[src/rtl/pkt_ctx_seq.sv]
module pkt_ctx_seq #(
  parameter int NSLOT    = 4,
  parameter int PB_BYTES = 8,
  parameter int MD_BYTES = 4,
  parameter int NPARSER  = 3,
  parameter int RD_LAT   = 2,
  parameter int PTR_W    = 16,
  parameter int LEN_W    = 16,
  parameter int CSUM_W   = 16,
  parameter int TS_W     = 32,
  localparam int WI_W    = PTR_W + LEN_W + CSUM_W + TS_W,
  localparam int SLOT_W  = NSLOT > 1 ? $clog2(NSLOT) : 1,
  localparam int PAR_W   = NPARSER > 1 ? $clog2(NPARSER) : 1,
  localparam int IDX_W   = $clog2(PB_BYTES > MD_BYTES ? PB_BYTES : MD_BYTES)
) (
  input  logic               clk,
  input  logic               rst_n,
  input  logic               in_empty,
  input  logic [WI_W-1:0]    in_data,
  output logic               in_pop,
  input  logic               rel_valid,
  input  logic [SLOT_W-1:0]  rel_slot,
  output logic               rd_req,
  output logic [PTR_W-1:0]   rd_addr,
  input  logic [7:0]         rd_data,
  output logic               wi_we,
  output logic [SLOT_W-1:0]  wi_slot,
  output logic [WI_W-1:0]    wi_data,
  output logic               lm_we,
  output logic [SLOT_W-1:0]  lm_slot,
  output logic               lm_meta,
  output logic [IDX_W-1:0]   lm_idx,
  output logic [7:0]         lm_data,
  input  logic [NPARSER-1:0] pr_full,
  output logic [NPARSER-1:0] pr_push,
  output logic [SLOT_W-1:0]  pr_slot
);
  localparam int STEPS = PB_BYTES + MD_BYTES;
  localparam int CNT_W = $clog2(STEPS + RD_LAT + 1);

  typedef enum logic [1:0] {IDLE, STREAM, SEND} st_t;
  st_t st_q;

  logic [NSLOT-1:0]  busy_q;
  logic [SLOT_W-1:0] cur_q, pick;
  logic [PTR_W-1:0]  ptr_q;
  logic [LEN_W-1:0]  len_q;
  logic [CNT_W-1:0]  cnt_q;
  logic [PAR_W-1:0]  rr_q;
  logic              have_free, issue, in_pb, sent;

  logic [RD_LAT-1:0] pv_q, prd_q, pm_q;
  logic [IDX_W-1:0]  pi_q [RD_LAT];

  always_comb begin
    have_free = 1'b0;
    pick = '0;
    for (int i = NSLOT - 1; i >= 0; i--)
      if (!busy_q[i]) begin
        have_free = 1'b1;
        pick = SLOT_W'(i);
      end
  end

  assign in_pop  = (st_q == IDLE) && !in_empty && have_free;
  assign wi_we   = in_pop;
  assign wi_slot = pick;
  assign wi_data = in_data;

  assign issue   = (st_q == STREAM) && (cnt_q < CNT_W'(STEPS));
  assign in_pb   = cnt_q < CNT_W'(PB_BYTES);
  assign rd_req  = issue && in_pb && (LEN_W'(cnt_q) < len_q);
  assign rd_addr = ptr_q + PTR_W'(cnt_q);

  assign lm_we   = pv_q[RD_LAT-1];
  assign lm_meta = pm_q[RD_LAT-1];
  assign lm_idx  = pi_q[RD_LAT-1];
  assign lm_data = prd_q[RD_LAT-1] ? rd_data : 8'h00;
  assign lm_slot = cur_q;

  always_comb begin
    pr_push = '0;
    if (st_q == SEND && !pr_full[rr_q]) pr_push[rr_q] = 1'b1;
  end
  assign sent    = |pr_push;
  assign pr_slot = cur_q;

  always_ff @(posedge clk or negedge rst_n) begin
    if (!rst_n) begin
      pv_q  <= '0;
      prd_q <= '0;
      pm_q  <= '0;
      for (int i = 0; i < RD_LAT; i++) pi_q[i] <= '0;
    end else begin
      pv_q[0]  <= issue;
      prd_q[0] <= rd_req;
      pm_q[0]  <= !in_pb;
      pi_q[0]  <= in_pb ? IDX_W'(cnt_q) : IDX_W'(cnt_q - CNT_W'(PB_BYTES));
      for (int i = 1; i < RD_LAT; i++) begin
        pv_q[i]  <= pv_q[i-1];
        prd_q[i] <= prd_q[i-1];
        pm_q[i]  <= pm_q[i-1];
        pi_q[i]  <= pi_q[i-1];
      end
    end
  end

  always_ff @(posedge clk or negedge rst_n) begin
    if (!rst_n) begin
      st_q   <= IDLE;
      busy_q <= '0;
      cur_q  <= '0;
      ptr_q  <= '0;
      len_q  <= '0;
      cnt_q  <= '0;
      rr_q   <= '0;
    end else begin
      busy_q <= (busy_q & ~(rel_valid ? (NSLOT'(1) << rel_slot) : '0))
              | (in_pop ? (NSLOT'(1) << pick) : '0);
      case (st_q)
        IDLE: if (in_pop) begin
          st_q  <= STREAM;
          cur_q <= pick;
          ptr_q <= in_data[WI_W-1 -: PTR_W];
          len_q <= in_data[WI_W-PTR_W-1 -: LEN_W];
          cnt_q <= '0;
        end
        STREAM: begin
          cnt_q <= cnt_q + 1'b1;
          if (cnt_q == CNT_W'(STEPS + RD_LAT - 1)) st_q <= SEND;
        end
        default: if (sent) begin
          st_q <= IDLE;
          rr_q <= (rr_q == PAR_W'(NPARSER - 1)) ? '0 : rr_q + 1'b1;
        end
      endcase
    end
  end
endmodule


[config.mk]
export PLATFORM = sky130hd
export DESIGN_NAME = pkt_ctx_seq
export DESIGN_NICKNAME = d
export VERILOG_FILES = /design/src/rtl/pkt_ctx_seq.sv
export SDC_FILE = /design/constraint.sdc
export NUM_CORES = 1
export LEC_CHECK = 0
export CAP_MARGIN = 10
export CELL_PAD_IN_SITES_DETAIL_PLACEMENT = 0
export CELL_PAD_IN_SITES_GLOBAL_PLACEMENT = 1
export CORE_MARGIN = 4
export CORE_UTILIZATION = 25
export DETAILED_ROUTE_END_ITERATION = 7
export GPL_ROUTABILITY_DRIVEN = 1
export PLACE_DENSITY_LB_ADDON = 0.1
export SETUP_SLACK_MARGIN = 0.02
export SYNTH_ARGS = -nofsm -noshare
export SYNTH_HDL_FRONTEND = slang
export SYNTH_SLANG_ARGS = --single-unit
[constraint.sdc]
create_clock -name clk -period 3.1 [get_ports clk]
set_input_delay 0.465 -clock clk [delete_from_list [all_inputs] [get_ports clk]]
set_output_delay 0.465 -clock clk [all_outputs]
set_load 0.03 [all_outputs]
; ---- Word level (Yosys, flattened, before mapping)
; Index checks and enable logic that the tools add are counted.
[word_totals]
regBits = 58
latch_bits = 0
ram_bits = 0
romBits = 0
output_inout_bits = 121
wordCells = 76
n_memories = 0
[op_classes]
addsub = 4
multipliers = 0
n_div = 0
order_cmp = 5
n_eq_ne = 6
shift = 2
mux = 24
bitwise_logic = 4
n_reduce_logical = 19
[ops]
columns = operator, count
row1 = adder 16 x 4 -> 16 bit, 1
row2 = < comparator 4 x 16 -> 1 bit, 1
row3 = 2-to-1 mux 2 bit, 8
row4 = 2-to-1 mux 4 bit, 3
row5 = "< comparator 4 bit, second input constant", 2
row6 = 2-to-1 mux 8 bit, 1
row7 = case mux 4 bit (2 select lines), 1
row8 = "<< shifter 1 x 2 -> 4 bit, first input constant", 2
row9 = logical AND 1 bit, 7
row10 = 2-to-1 mux 1 bit, 6
row11 = 2-to-1 mux 3 bit, 2
row12 = AND reduction 2 bit, 3
row13 = "adder 4 x 1 -> 4 bit, second input constant", 1
row14 = AND 4 bit, 1
row15 = "equality test 2 bit, second input constant", 2
row16 = "equality test 4 bit, second input constant", 1
row17 = NOT 4 bit, 1
row18 = bitwise OR 4 bit, 1
row19 = case mux 2 bit (2 select lines), 1
row20 = logical NOT 1 bit, 3
row21 = "< comparator 2 x 3 -> 1 bit, second input constant", 1
row22 = AND reduction 3 bit, 1
row23 = nonzero test 3 bit, 1
row24 = OR reduction 3 bit, 1
row25 = other kinds (12), 12

; ---- Logic depth before layout (Yosys ltp)
[logic_depth]
depth_word = 8
ltp_mapped = 7
mapped_depth_nobuf = 6

; ---- Worst setup path before layout
; No wires, ideal clock.
[synth_path]
path_type = register to output
start = reg cnt_q[0]
end = out rd_addr[4]
arrival_time_ps = 1952
required_time_ps = 2635
slack_ps = 683
path_stages_with_launch = 6
n_path_buf = 0
path_cell_list = dfrtp_1 -> ha_1 -> fa_1 -> a21o_1 -> a21o_1 -> xor2_1
[synth_via]
elab_chain_cells = 1
[synth_rtl]
columns = element, line
row1 = start: declaration, 48  ; logic [CNT_W-1:0] cnt_q;
row2 = start signal: assignment, 129  ; cnt_q <= cnt_q + 1'b1;
row3 = adder 16 x 4 -> 16 bit, 73  ; assign rd_addr = ptr_q + PTR_W'(cnt_q);
row4 = end: declaration, 24  ; output logic [PTR_W-1:0] rd_addr,
; Every way passes these cells.

; ---- Worst setup path in the final report
[layout_path]
start = reg ptr_q[0]
end = out rd_addr[6]
[layout_via]
elab_chain_cells = 1
[layout_rtl]
columns = element, line
row1 = start: declaration, 46  ; logic [PTR_W-1:0] ptr_q;
row2 = start signal: assignment, 124  ; ptr_q <= in_data[WI_W-1 -: PTR_W];
row3 = adder 16 x 4 -> 16 bit, 73
; Every way passes these cells.

==> results.txt <==
The largest buffer count on any clock path is 2. The half-perimeter wire length after detailed placement came out at 6220 um. Compared with the post-synthesis result, the final layout area differs by 33.5%.

The number of max-cap violations came out at 0. After synthesis, the share of cell area in mux cells is 0%. The number of inserted diodes came out at 0. The post-layout utilization of the core came out at 34.0%. The type of the tightest min-delay check is in2async.

The number of cells produced by synthesis is 370. The pre-antenna-repair detailed-routing pass consisted of 4 iterations. Adding up every negative setup slack in the final design gives 0 ns. By count the netlist is led by nand2_1, buf_4, dfrtp_1, xnor2_1. Global routing finished with a remaining overflow of 0.

By startpoint and endpoint, the worst setup path is classified as reg2out. The clock sink total is 58. The count of pins over their slew limit was 0. Setup violations remaining at the end of the flow were counted as 0. In the routed design, unresolved DRC markers number 0. The number of filler cells placed in the layout came out at 1367. Once the clock tree was built, the resizer swapped 7 gates to a different size. The synthesized area came out at 3360 um^2.

The worst register-to-register path begins at st_q[0]$_DFFE_PN0P_. Setup repair after global routing left no endpoint under its margin. The switching power summed over all nets is 0.422 mW. Yosys instantiated no cell more often than nand2_1. The share of the synthesized area in the top cell type is 43.2%. The number of enable flip-flop cells after synthesis is 0. The count of input and output buffers came out at 121. The total count of hold-check failures in the final report is 0. Summing the areas of all compound-gate instances in the mapped netlist gives 7.41% of the synthesized area. The number of DRC violations after detailed-routing iteration 0 came out at 122. The clock edge transition at the registers on the reported setup and hold paths is 0.05 ns.

The switching share of power came out at 20.7%. STA classifies the critical path endpoint as a primary output. The chip width is 124 um.

The initial antenna violation count is 0. In the final design database the tool counted 522 nets. Walking the worst path, the cells encountered are ha_1 -> fa_1 -> a21o_1 -> a21o_1 -> nand3_1 -> xnor2_1 -> dlygate4sd2_1. The via total after detailed routing is 2420. In this run the worst path has a maximum fanout of 6. Together, buffers and inverters on the worst path number 1. The number of global-route vias before repair is 2480. Of the cells placed in the final design, the portion with a size suffix greater than 1 is 7.38%. The number of buffers inserted by hold repair at cts came out at 0. The power density normalized to cell area is 456 nW/um^2. 218 I/O pins were placed. The CTS buffer count is 9. The effective utilization at floorplan came out at 25.5%. The synthesized net count came out at 477. The tree is rooted in a clkbuf_16. The number of routed nets with antenna violations came out at 0. The post-synthesis register bit count is 58. Among the stages of the critical path, the cell type that occurs most often is a21o_1. The clock latency reported for the late side of the worst-skew pair came out at 0.31 ns.

The largest net degree at the start of global routing came out at 33. The worst setup skew after layout is 0.00579 ns. The synthesized netlist devotes 3.94% of its cell area to adder and majority cells. Among all flip-flop cells after synthesis, the most frequent one is dfrtp_1. STA classifies the critical path startpoint as a flop. The headroom to the max-slew limit came out at 57.5%.

The worst-path cell with the longest stage delay is fa_1. The aggregate routed wire length came out at 8190 um. The top achievable clock speed came out at 0.345 GHz. The data required time of the worst path is 2.63 ns. By area the synthesized netlist is led by dfrtp_1, buf_4, nand2_1. A synthesized cell averages 9.09 um^2. The pin slew with the least headroom to its limit came out at 0.637 ns.

The power share of the sequential group is 37.3%. The warning count from the yosys run came out at 0. The per-cell via count in the routed design came out at 4.06. The leakage power is 2.21 nW. The critical path's top delay family is adder cells. The internal portion of the total power is 1.62 mW. Sequential cells were found to cover 43.2% of the synthesized design area.

The weighted congestion at the end of routability-driven global placement came out at 0.687. The critical path data arrival time is 2.43 ns. The count of buffers added by post-CTS timing repair for setup is 0. The H-tree level count is 3.

The combinational fraction of design power is 9.2%. The delay of the slowest cell on the worst path is 0.41 ns. The worst voltage drop across the vdd grid is 0.230 mV. The flow ran to the end, and the final reports show no timing, DRC or antenna violations. After synthesis, the largest family of logic cells by area is buffers and inverters.

The floorplan die height is 124 um. The fraction of registers with async set or reset after synthesis came out at 100%. In the global route stage, overall resource usage came out at 10.8%. Summed over all instances, the cell type with the most area after synthesis is dfrtp_1.

The first-pass GRT wire length is 12700 um. The portion of the clock cycle consumed by the worst path in the final layout is 93.5%. The floorplan step defined a die boundary enclosing 15400 um^2. The initialized floorplan defines 42 standard-cell rows. The critical path starts at ptr_q[0]$_DFFE_PN0P_.

Summing the areas of all and, or, nand and nor instances in the mapped netlist gives 19.7% of the synthesized area. The CTS tree is done. The post-synthesis share of cell area spent on xor and xnor gates is 3.91%.

The final critical delay including setup and external delays is 2.90 ns. Per report_power, the clock group accounts for 53.4% of the total. The synthesized netlist contains 36 unique library cells. The average routed wire per standard cell is 13.7 um.

The core area came out at 13200 um^2.
==> kinds of logic after synthesis <==
logic type / Yosys count
buffers and inverters: 102
AOI/OAI and AO/OA: 36
adders and majority gates: 10
and+or+nand+nor: 149
xor gates and xnor gates: 15
DFF: 58
==> cell usage in the layout (no fill, tap or decap), types with 2 or more instances in the layout <==
cell               n
and3_1             2
clkbuf_8           3
ha_1               9
nand2_1          107
xnor2_1           12
nor3_1             3
clkbuf_16          9
xor2_1             3
dlymetal6s2s_1     6
clkdlybuf4s50_1  106
inv_1              8
dlygate4sd2_1      6
buf_4              7
o2bb2ai_1          2
nor2_1             7
nand4_1            4
bufinv_16          2
dfrtp_1           58
o21ai_0            8
and2_1             8
a21o_1             9
a21oi_1            5
a31oi_1            4
a211o_1            2
nand3_1            9
nor4_1             3
==> sequential cells by signal, summed over array words and instances (netlist names) <==
name     flops
rr_q         2
cnt_q        4
prd_q        2
lm_idx       3
busy_q       4
pi_q         3
lm_slot      2
st_q         2
ptr_q       16
pm_q         2
pv_q         2
len_q       16
==> through the flow <==
step | power, mW | setup slack [ns] | std cells | area [um^2] | hold slack [ns]
2_1_floorplan | 0.979 | 0.683 | 370 | 3360 | 0.169
3_3_place_gp | 0.969 | 0.234 | 580 | 4140 | 0.335
3_5_place_dp | 0.969 | 0.185 | 580 | 4140 | 0.336
4_1_cts | 2.09 | 0.0106 | 596 | 4470 | 0.186
5_1_grt | 2.13 | 0.0369 | 596 | 4490 | 0.215
6_report | 2.05 | 0.200 | 596 | 4490 | 0.165
==> final cells by class <==
type | instances | area [um^2] | area share, %
multi-input cells | 210 | 1180 | 26.3
repair buffers | 127 | 1270 | 28.2
clock inverters | 4 | 72.6 | 1.62
clock buffers | 12 | 267 | 5.94
inverters | 9 | 33.8 | 0.753
flip-flops and latches | 58 | 1450 | 32.3
well taps | 176 | 220 | 4.91
==> worst register-to-register path, cell delays in order, from the launching register on <==
cell and delay, ns:
dfrtp_1 0.48, nor3_4 0.34, nand2_2 0.10, inv_2 0.30, buf_4 0.34, nand2_1 0.10
o21ai_0 0.07
==> power by group through the flow <==
stage | sequential, mW | combinational (mW) | clock, mW
finish | 0.763 | 0.189 | 1.09
global route | 0.763 | 0.202 | 1.17
CTS | 0.763 | 0.194 | 1.13
detailed placement | 0.776 | 0.192 | 0
global placement | 0.776 | 0.193 | 0
floorplan | 0.776 | 0.204 | 0
==> worst paths after layout <==
kind / cells after the start / to / slack, ns
min in group clk: 0 / lm_idx[0]$_DFF_PN0_ / 0.35
min reg2reg: 0 / lm_idx[0]$_DFF_PN0_ / 0.35
max in group asynchronous: 2 / pm_q[1]$_DFF_PN0_ / 2.34
min: 1 / len_q[5]$_DFFE_PN0P_ / 0.16
max: 7 / rd_addr[6] / 0.20
max reg2reg: 6 / len_q[1]$_DFFE_PN0P_ / 1.30
==> layer usage <==
layer	GRT usage (%)	share of wire [%]	vias to the layer above
met5	0	0	-
met4	5.41	2.4	0
met3	3.36	7.3	28
met2	17.1	47	89
met1	13.4	44	1099
li1	-	-	1204
Note: power is estimated with default switching activity, not from simulation.
